`config.mk`:
```
export PLATFORM = sky130hd
export DESIGN_NAME = offset_stuck_latch
export DESIGN_NICKNAME = d
export VERILOG_FILES = /design/src/rtl/ofs_pkg.sv /design/src/rtl/ofs_window_sync.sv /design/src/rtl/ofs_chan_latch.sv /design/src/rtl/offset_stuck_latch.sv
export SDC_FILE = /design/constraint.sdc
export NUM_CORES = 1
export LEC_CHECK = 0
export ABC_AREA = 1
export BUFFER_PORTS_ARGS = -buffer_cell sky130_fd_sc_hd__buf_2
export CAP_MARGIN = 40
export CORE_AREA = 2 2 39 41
export CTS_CLUSTER_SIZE = 28
export DETAILED_ROUTE_END_ITERATION = 12
export DIE_AREA = 0 0 41 43
export GPL_ROUTABILITY_DRIVEN = 0
export PLACE_DENSITY = 0.66
export SLEW_MARGIN = 25
export SYNTH_ARGS = -nofsm -noshare
export SYNTH_HDL_FRONTEND = slang
export SYNTH_HIERARCHICAL = 1
export SYNTH_SLANG_ARGS = --single-unit
```
`constraint.sdc`:
```
create_clock -name clk -period 0.98 [get_ports clk]
set_input_delay 0.098 -clock clk [delete_from_list [all_inputs] [get_ports clk]]
set_output_delay 0.098 -clock clk [all_outputs]
set_load 0.02 [all_outputs]
```
`src/rtl/ofs_pkg.sv`:
```
package ofs_pkg;
  typedef enum logic [1:0] {
    ACT_HOLD  = 2'd0,
    ACT_ARM   = 2'd1,
    ACT_CLEAR = 2'd2,
    ACT_OFF   = 2'd3
  } ofs_action_e;
endpackage

```
`src/rtl/ofs_window_sync.sv`:
```
module ofs_window_sync #(
  parameter int WIDTH  = 4,
  parameter int STAGES = 2
) (
  input  logic             clk,
  input  logic             rst_n,
  input  logic [WIDTH-1:0] async_in,
  output logic [WIDTH-1:0] sync_out
);
  localparam int LAST = STAGES - 1;

  logic [STAGES-1:0][WIDTH-1:0] stage_q;
  logic [STAGES-1:0][WIDTH-1:0] stage_d;

  always_comb begin
    stage_d[0] = async_in;
    for (int s = 1; s < STAGES; s++) begin
      stage_d[s] = stage_q[s-1];
    end
  end

  always_ff @(posedge clk or negedge rst_n) begin
    if (!rst_n) begin
      stage_q <= '0;
    end else begin
      stage_q <= stage_d;
    end
  end

  assign sync_out = stage_q[LAST];

  generate
    if (STAGES > 1) begin : g_chk
      AST_SYNC_SHIFT: assert property (@(posedge clk) disable iff (!rst_n)
        stage_q[1] == $past(stage_q[0]));
    end
  endgenerate
endmodule

```
`src/rtl/ofs_chan_latch.sv`:
```
module ofs_chan_latch
  import ofs_pkg::*;
(
  input  logic clk,
  input  logic rst_n,
  input  logic mode_en,
  input  logic rd_pulse,
  input  logic win_sync,
  output logic flag_o
);
  ofs_action_e act;
  logic        flag_q;
  logic        flag_d;
  logic        flag_en;

  always_comb begin
    if (!mode_en)      act = ACT_OFF;
    else if (rd_pulse) act = ACT_ARM;
    else if (win_sync) act = ACT_CLEAR;
    else               act = ACT_HOLD;
  end

  always_comb begin
    flag_en = 1'b1;
    flag_d  = flag_q;
    unique case (act)
      ACT_ARM:   flag_d = 1'b1;
      ACT_CLEAR: flag_d = 1'b0;
      ACT_OFF:   flag_d = 1'b0;
      default:   flag_en = 1'b0;
    endcase
  end

  always_ff @(posedge clk or negedge rst_n) begin
    if (!rst_n) begin
      flag_q <= 1'b0;
    end else if (flag_en) begin
      flag_q <= flag_d;
    end
  end

  assign flag_o = flag_q;

  AST_READ_ARMS: assert property (@(posedge clk) disable iff (!rst_n)
    (mode_en && rd_pulse) |=> flag_o);
  AST_READ_WINS: assert property (@(posedge clk) disable iff (!rst_n)
    (mode_en && rd_pulse && win_sync) |=> flag_o);
  AST_WINDOW_CLEARS: assert property (@(posedge clk) disable iff (!rst_n)
    (win_sync && !rd_pulse) |=> !flag_o);
  AST_SET_ONLY_BY_READ: assert property (@(posedge clk) disable iff (!rst_n)
    $rose(flag_o) |-> $past(rd_pulse && mode_en));
  AST_MODE_OFF_CLEAR: assert property (@(posedge clk) disable iff (!rst_n)
    !mode_en |=> !flag_o);
endmodule

```
`src/rtl/offset_stuck_latch.sv`:
```
module offset_stuck_latch #(
  parameter int NUM_CH      = 4,
  parameter int SYNC_STAGES = 2
) (
  input  logic              clk,
  input  logic              rst_n,
  input  logic              reg_mode_en,
  input  logic              rd_pulse,
  input  logic [NUM_CH-1:0] in_window,
  output logic [NUM_CH-1:0] rd_status
);
  localparam int RST_STAGES = 2;

  logic [RST_STAGES-1:0] rst_q;
  logic                  rst_int_n;
  logic [NUM_CH-1:0]     win_s;
  logic [NUM_CH-1:0]     flags;
  logic [NUM_CH-1:0]     status_q;
  logic [NUM_CH-1:0]     status_d;
  logic                  status_en;

  always_ff @(posedge clk or negedge rst_n) begin
    if (!rst_n) begin
      rst_q <= '0;
    end else begin
      rst_q <= {rst_q[RST_STAGES-2:0], 1'b1};
    end
  end
  assign rst_int_n = rst_q[RST_STAGES-1];

  ofs_window_sync #(.WIDTH(NUM_CH), .STAGES(SYNC_STAGES)) u_sync (
    .clk      (clk),
    .rst_n    (rst_int_n),
    .async_in (in_window),
    .sync_out (win_s)
  );

  generate
    for (genvar c = 0; c < NUM_CH; c++) begin : g_ch
      ofs_chan_latch u_lat (
        .clk      (clk),
        .rst_n    (rst_int_n),
        .mode_en  (reg_mode_en),
        .rd_pulse (rd_pulse),
        .win_sync (win_s[c]),
        .flag_o   (flags[c])
      );
    end
  endgenerate

  always_comb begin
    status_en = rd_pulse;
    status_d  = flags;
  end

  always_ff @(posedge clk or negedge rst_int_n) begin
    if (!rst_int_n) begin
      status_q <= '0;
    end else if (status_en) begin
      status_q <= status_d;
    end
  end

  assign rd_status = status_q;

  AST_STATUS_HOLDS: assert property (@(posedge clk) disable iff (!rst_int_n)
    !rd_pulse |=> $stable(rd_status));
  AST_STATUS_PRE_ARM: assert property (@(posedge clk) disable iff (!rst_int_n)
    rd_pulse |=> (rd_status == $past(flags)));
  AST_OFF_ALL_CLEAR: assert property (@(posedge clk) disable iff (!rst_int_n)
    !reg_mode_en |=> (flags == '0));
endmodule

```
Word level (Yosys, flattened, before mapping)
Cells that the tools add are included.
{"block": "classes", "n_mux": 20, "n_reduce_logical": 16, "n_eq_ne": 12}
{"operator": "2-bit 2-to-1 mux", "n": 12}
{"operator": "2-bit equality test (second input constant)", "n": 8}
{"operator": "3-bit OR reduction", "n": 4}
{"operator": "2-bit by 1-bit equality test with 1-bit output (second input constant)", "n": 4}
{"operator": "1-bit case mux with 2 select lines", "n": 4}
{"operator": "2-bit AND reduction", "n": 4}
{"operator": "2-bit nonzero test", "n": 4}
{"operator": "2-bit OR reduction", "n": 4}
{"operator": "1-bit 2-to-1 mux", "n": 4}
{"block": "totals", "word_cells": 56, "regBits": 18}

Depth between registers and ports, before layout
Gate-level depths: netlist (run 1).
{"block": "depth", "word_depth": 7, "mapped_depth": 3}

Hierarchy
The synthesis (run 1) kept the hierarchy.
{"module": "offset_stuck_latch", "area_per_inst_um2": 202.7, "n_inst": 1, "cells_each": 20}
{"module": "ofs_window_sync", "area_per_inst_um2": 200.2, "n_inst": 1, "cells_each": 8}
{"module": "ofs_chan_latch", "area_per_inst_um2": 48.8, "n_inst": 4, "cells_each": 6}

Worst setup path before layout (run 1)
OpenSTA, ideal clock, no wires.
{"block": "synth_path", "kind": "register -> register", "start": "reg, netlist name rd_status[0]", "end": "reg status_q[0], in the netlist rd_status[0]", "n_path_buf": 0, "required_time_ps": 863, "period_less_slack_ps": 676, "setup_slack_ps": 304, "arrival_time_ps": 559, "stages_incl_launch_ff": 3, "cell_sequence": "dfrtp_1 nand2_1 nand2_1"}
{"element": "end signal: assignment", "line": "offset_stuck_latch.sv:60", "source": "status_q <= status_d;"}
{"element": "end: declaration", "line": "offset_stuck_latch.sv:18", "source": "logic [NUM_CH-1:0] status_q;"}

Worst setup path after layout (run 1)
{"block": "layout_path", "start": "reg status_q[1], in the netlist rd_status[1]", "end": "out rd_status[1]"}
{"element": "end: declaration", "line": "offset_stuck_latch.sv:10", "source": "output logic [NUM_CH-1:0] rd_status"}
No word-level cell between the ends.

==> results of run 1 <==
flip-flops by register name (all words and copies together), names as in the netlist:
register and count:
g_ch.u_lat/flag_o 4, rd_status 4, u_sync/stage_d 4, u_sync/sync_out 4
rst_q 2
power breakdown:
| part | leakage, nW | total [mW] | internal, mW | switching [mW] |
|---|---|---|---|---|
| registers | 0.219 | 0.808 | 0.788 | 0.0199 |
| logic | 0.197 | 0.136 | 0.0637 | 0.0723 |
| clock network | 0.0210 | 0.451 | 0.226 | 0.225 |
cell families after synthesis:
kind of cell	count (synthesis)	synth area share, %
compound gates	4	5.86
other cells	1	0.627
simple gates	16	10.0
buf+inv	13	8.16
flops	18	75.3
worst min path at each step:
stage,start,end,slack (ns),cells after the start
6_report,reg_mode_en,g_ch[0].u_lat/flag_o,0.04,3
3_5_place_dp,rst_n,rst_q[1],-0.12,1
4_1_cts,reg_mode_en,g_ch[2].u_lat/flag_o,0.04,3
5_1_grt,reg_mode_en,g_ch[2].u_lat/flag_o,0.03,3
2_1_floorplan,rst_n,rst_q[0],-0.20,0
3_3_place_gp,rst_n,rst_q[0],-0.12,1
through the flow:
stage	hold slack, ns	worst slack, ns
6_report	0.0408	0.0451
5_1_grt	0.0292	0.000631
4_1_cts	0.0367	0.0233
3_5_place_dp	-0.116	0.352
3_3_place_gp	-0.117	0.377
2_1_floorplan	-0.198	0.304
cells in the mapped netlist:
cell type	n	area share [%]
inv_1	12	7.5
a21oi_2	4	5.9
dfrtp_1	18	75
inv_2	1	0.63
nand2_1	16	10
conb_1	1	0.63
layout make-up:
type	instances	area, um2	area share (%)
Inverter	13	48.8	6.20
Timing Repair Buffer	18	133	16.9
Clock buffer	4	36.3	4.61
Tap cell	16	20.0	2.54
Multi-Input combinational cell	21	98.8	12.6
Sequential cell	18	450	57.2
per-layer routing:
metal | up-vias | part of all wire [%] | routed length [um] | GRT usage (%)
met3 | 0 | 4.2 | 36 | 4.71
met2 | 11 | 51 | 433 | 19.1
met5 | - | 0 | 0 | 0
met4 | 0 | 0 | 0 | 10.0
met1 | 175 | 45 | 381 | 12.5
li1 | 189 | - | - | -
timing repair:
action                                 in CTS  in global routing
setup endpoints to repair                   0                  2
hold buffers                                5                  0
endpoints found under the hold margin       6                  0
gates resized for setup                     0                  4
setup buffers                               0                  0
layout by cell type, fill, tap and decap left out, types with 2 or more instances in the layout:
| cell | netlist | layout |
|---|---|---|
| buf_2 | 0 | 9 |
| buf_4 | 0 | 2 |
| clkbuf_4 | 0 | 3 |
| dfrtp_1 | 18 | 18 |
| dlygate4sd3_1 | 0 | 5 |
| inv_1 | 12 | 12 |
| a21oi_2 | 4 | 4 |
| buf_6 | 0 | 2 |
| nand2_1 | 16 | 16 |
==> run metrics, run 1 <==
status finished, final reports clean; Area Growth Syn to Fin 31.6%; CTS buffer count 3; layout cells sized above 1 29.7%; FP Rows 14; clock skew 0.00504 ns; worst r2r src u_sync/sync_out[1]; Pre-Repair DR Iteration Count 1; Post-Syn Nets 60; reg-to-reg endpoint g_ch[1].u_lat/flag_o; Die Span Y 43 um; post-route total power 1.39 mW; starting density of the core 43.2%; Post-Syn Area 598 um2; Req. time, crit path 0.88 ns; first-pass GRT wire length 1330 um; Cell Count, Final, Fillers Out 90; critical path's top delay family flip-flops; Netlist cell types 6; Remaining Overflow, GRT 0; vias in the first global route 333; full die area 1760 um2; crit end category output port; Max Slew Vio Count 0; area of the core 1380 um2; Post-DRT Antenna Nets 0; placed cell area 688 um2; worst setup path endpoint rd_status[1]; Startpoint Class flip-flop; Reg2Reg Depth 3; Power Density 1770 nW/um2; HP Class in2reg; IO Pins 12; iteration-0 DRC count of the detailed router 0; Worst path depth 1; final setup violation count 0; Max VDD drop 0.898 mV; RSZ-0062 raised after global routing false; final worst path period need 0.935 ns; total track usage 12.4%; Yosys warning total 6; DRC 0; crit path cell chain buf_6; initial antenna violation count 0; Die Wd 41 um; root buffer cell clkbuf_4; Final Hold Vio Count 0; Max-Cap Viols 0; Final Core Density 56.9%; Synth Instances 52; # nets final 83; Clock Latency Late Sink 0.29 ns; static leakage 0.437 nW; Buf/Inv on CP 1; Critical Path Fanout Max 2; Max stage delay cell, worst path dfrtp_1; largest net degree at the start of global routing 11; DR vias 375; H-tree level count 1; # diodes 0; Inst Count DP 81; final instance area 787 um2; clock-pin transition on the worst setup and hold timing paths 0.10 ns; CP startpoint rd_status[1]; fin crit share 95.4%; Fillers 127; dpl hpwl 603 um; critical path class reg2out; TNS Setup 0 ns; IO buf count 11; FMAX 1070 MHz; routed length per instance 9.46 um; syn_area_per_cell 11.5 um2; CTS sink count 18; Routed Wire Length 851 um; CTS tree built; #FFs+latches synth 18; critical path arrival 0.84 ns; max incr delay on CP 0.41 ns; Via density 4.17; register area share after synthesis 75.3%; FF-to-FF setup slack 0.34 ns; Max Root-Sink Buffers 2
No activity file was read; power rests on OpenSTA's default activity.
==> run 2, diff against run 1 <==
- TNS_END_PERCENT: unset -> 50
- clock period: 0.98 -> 0.9 ns (I/O delays scaled with it)
==> run metrics, run 2 (same netlist as run 1, synthesis figures left out) <==
crit end category output port; Startpoint Class flip-flop; crit path cell chain buf_6; RSZ-0062 raised after global routing true; Die Span Y 43 um; hold_ws 0.0453 ns; final worst path period need 0.903 ns; failing checks setup timing; CTS buffer count 3; Buf/Inv on CP 1; Max-Cap Viols 0; first-pass GRT wire length 1350 um; IO Pins 12; Remaining Overflow, GRT 0; Pre-Repair DR Iteration Count 3; DRC 0; area of the core 1380 um2; Routed Wire Length 754 um; sequential power share 58.5%; TNS Setup -0.00462 ns; routed length per instance 8.38 um; Max VDD drop 1.11 mV; Clock Latency Late Sink 0.28 ns; worst r2r src u_sync/sync_out[1]; Max Root-Sink Buffers 2; Die Wd 41 um; clock skew 0.00121 ns; Post-DRT Antenna Nets 0; placed cell area 688 um2; Worst path depth 1; hold depth 3; status finished with violations; Psw 323 uW; Reg2Reg Depth 3; full die area 1760 um2; clock-pin transition on the worst setup and hold timing paths 0.09 ns; Clock power frac 31.2%; Area Growth Syn to Fin 33.7%; critical path's top delay family flip-flops; total track usage 12.1%; vias in the first global route 342; post-route total power 1.51 mW; DR vias 371; static leakage 0.439 nW; FP Rows 14; critical path arrival 0.81 ns; critical path class reg2out; initial antenna violation count 0; final worst setup slack -0.00290 ns; dpl hpwl 548 um; HP Class in2reg; Critical Path Fanout Max 2; most frequent cells in the layout 18 x dfrtp_1, 16 x nand2_1, 12 x inv_1; Final Hold Vio Count 0; sw frac 21.5%; Max Slew Vio Count 0; layout cells sized above 1 29.7%; Power Density 1880 nW/um2; H-tree level count 1; Req. time, crit path 0.81 ns; internal power 1.18 mW; # nets final 83; final setup violation count 2; CTS sink count 18; combinational power share 10.4%; most common cell after layout, fill and taps aside dfrtp_1; CP startpoint rd_status[2]; final instance area 800 um2; Post-CTS Setup Repair Bufs 0; iteration-0 DRC count of the detailed router 6; root buffer cell clkbuf_4; CTS tree built; starting density of the core 43.2%; Via density 4.12; largest net degree at the start of global routing 11; max incr delay on CP 0.40 ns; # diodes 0; FMAX 1110 MHz; IO buf count 11; fin crit share 100%; Max stage delay cell, worst path dfrtp_1; hold path start reg_mode_en
==> run 2: cell counts in the layout (fill, tap and decap cells not counted) <==
Identical to the previous run, type by type.
==> run 2: final timing paths <==
kind | end | slack (ns)
worst max-delay path | rd_status[2] | -0.003
worst min-delay path | g_ch[0].u_lat/flag_o | 0.05
worst max register to register | g_ch[1].u_lat/flag_o | 0.27
worst min register to register | g_ch[2].u_lat/flag_o | 0.16
max in group asynchronous | rd_status[1] | 0.59
min in group asynchronous | rst_q[1] | 0.10
==> run 2: area by class of cell <==
class,instances,area [um2]
Sequential cell,18,450
Multi-Input combinational cell,21,98.8
Fill cell,122,584
Tap cell,16,20.0
Inverter,13,48.8
Timing Repair Buffer,18,145
Clock buffer,4,36.3
==> run 2: metal layers <==
metal  wire [um]  vias to the layer above  track usage (%)  part of all wire, %
met5           0                        -                0                    0
met1         347                      171             14.2                   46
met4           0                        0             6.00                    0
met2         368                       11             18.4                   49
li1            -                      189                -                    -
met3          38                        0             4.71                  5.0
==> run 2: power by group through the flow <==
stage	clock network [mW]	registers, mW	logic [mW]
after global placement	0	0.891	0.122
after global routing	0.544	0.888	0.176
after floorplan	0	0.920	0.0412
after CTS	0.504	0.881	0.158
after detailed placement	0	0.893	0.124
final	0.469	0.880	0.156
==> run 2: per-stage QoR <==
step           setup WS (ns)  instances  utilization (%)
2_1_floorplan          0.224         52                -
3_3_place_gp           0.299         81             49.7
6_report            -0.00290         90             57.8
3_5_place_dp           0.283         81             49.7
4_1_cts              -0.0237         90             57.8
5_1_grt              -0.0617         90             57.8
==> run 2: timing repair <==
item	CTS	global route
setup endpoints to repair	4	4
gates resized for setup	8	0
hold endpoints to repair	6	0
pin swaps	0	0
hold buffers	5	0
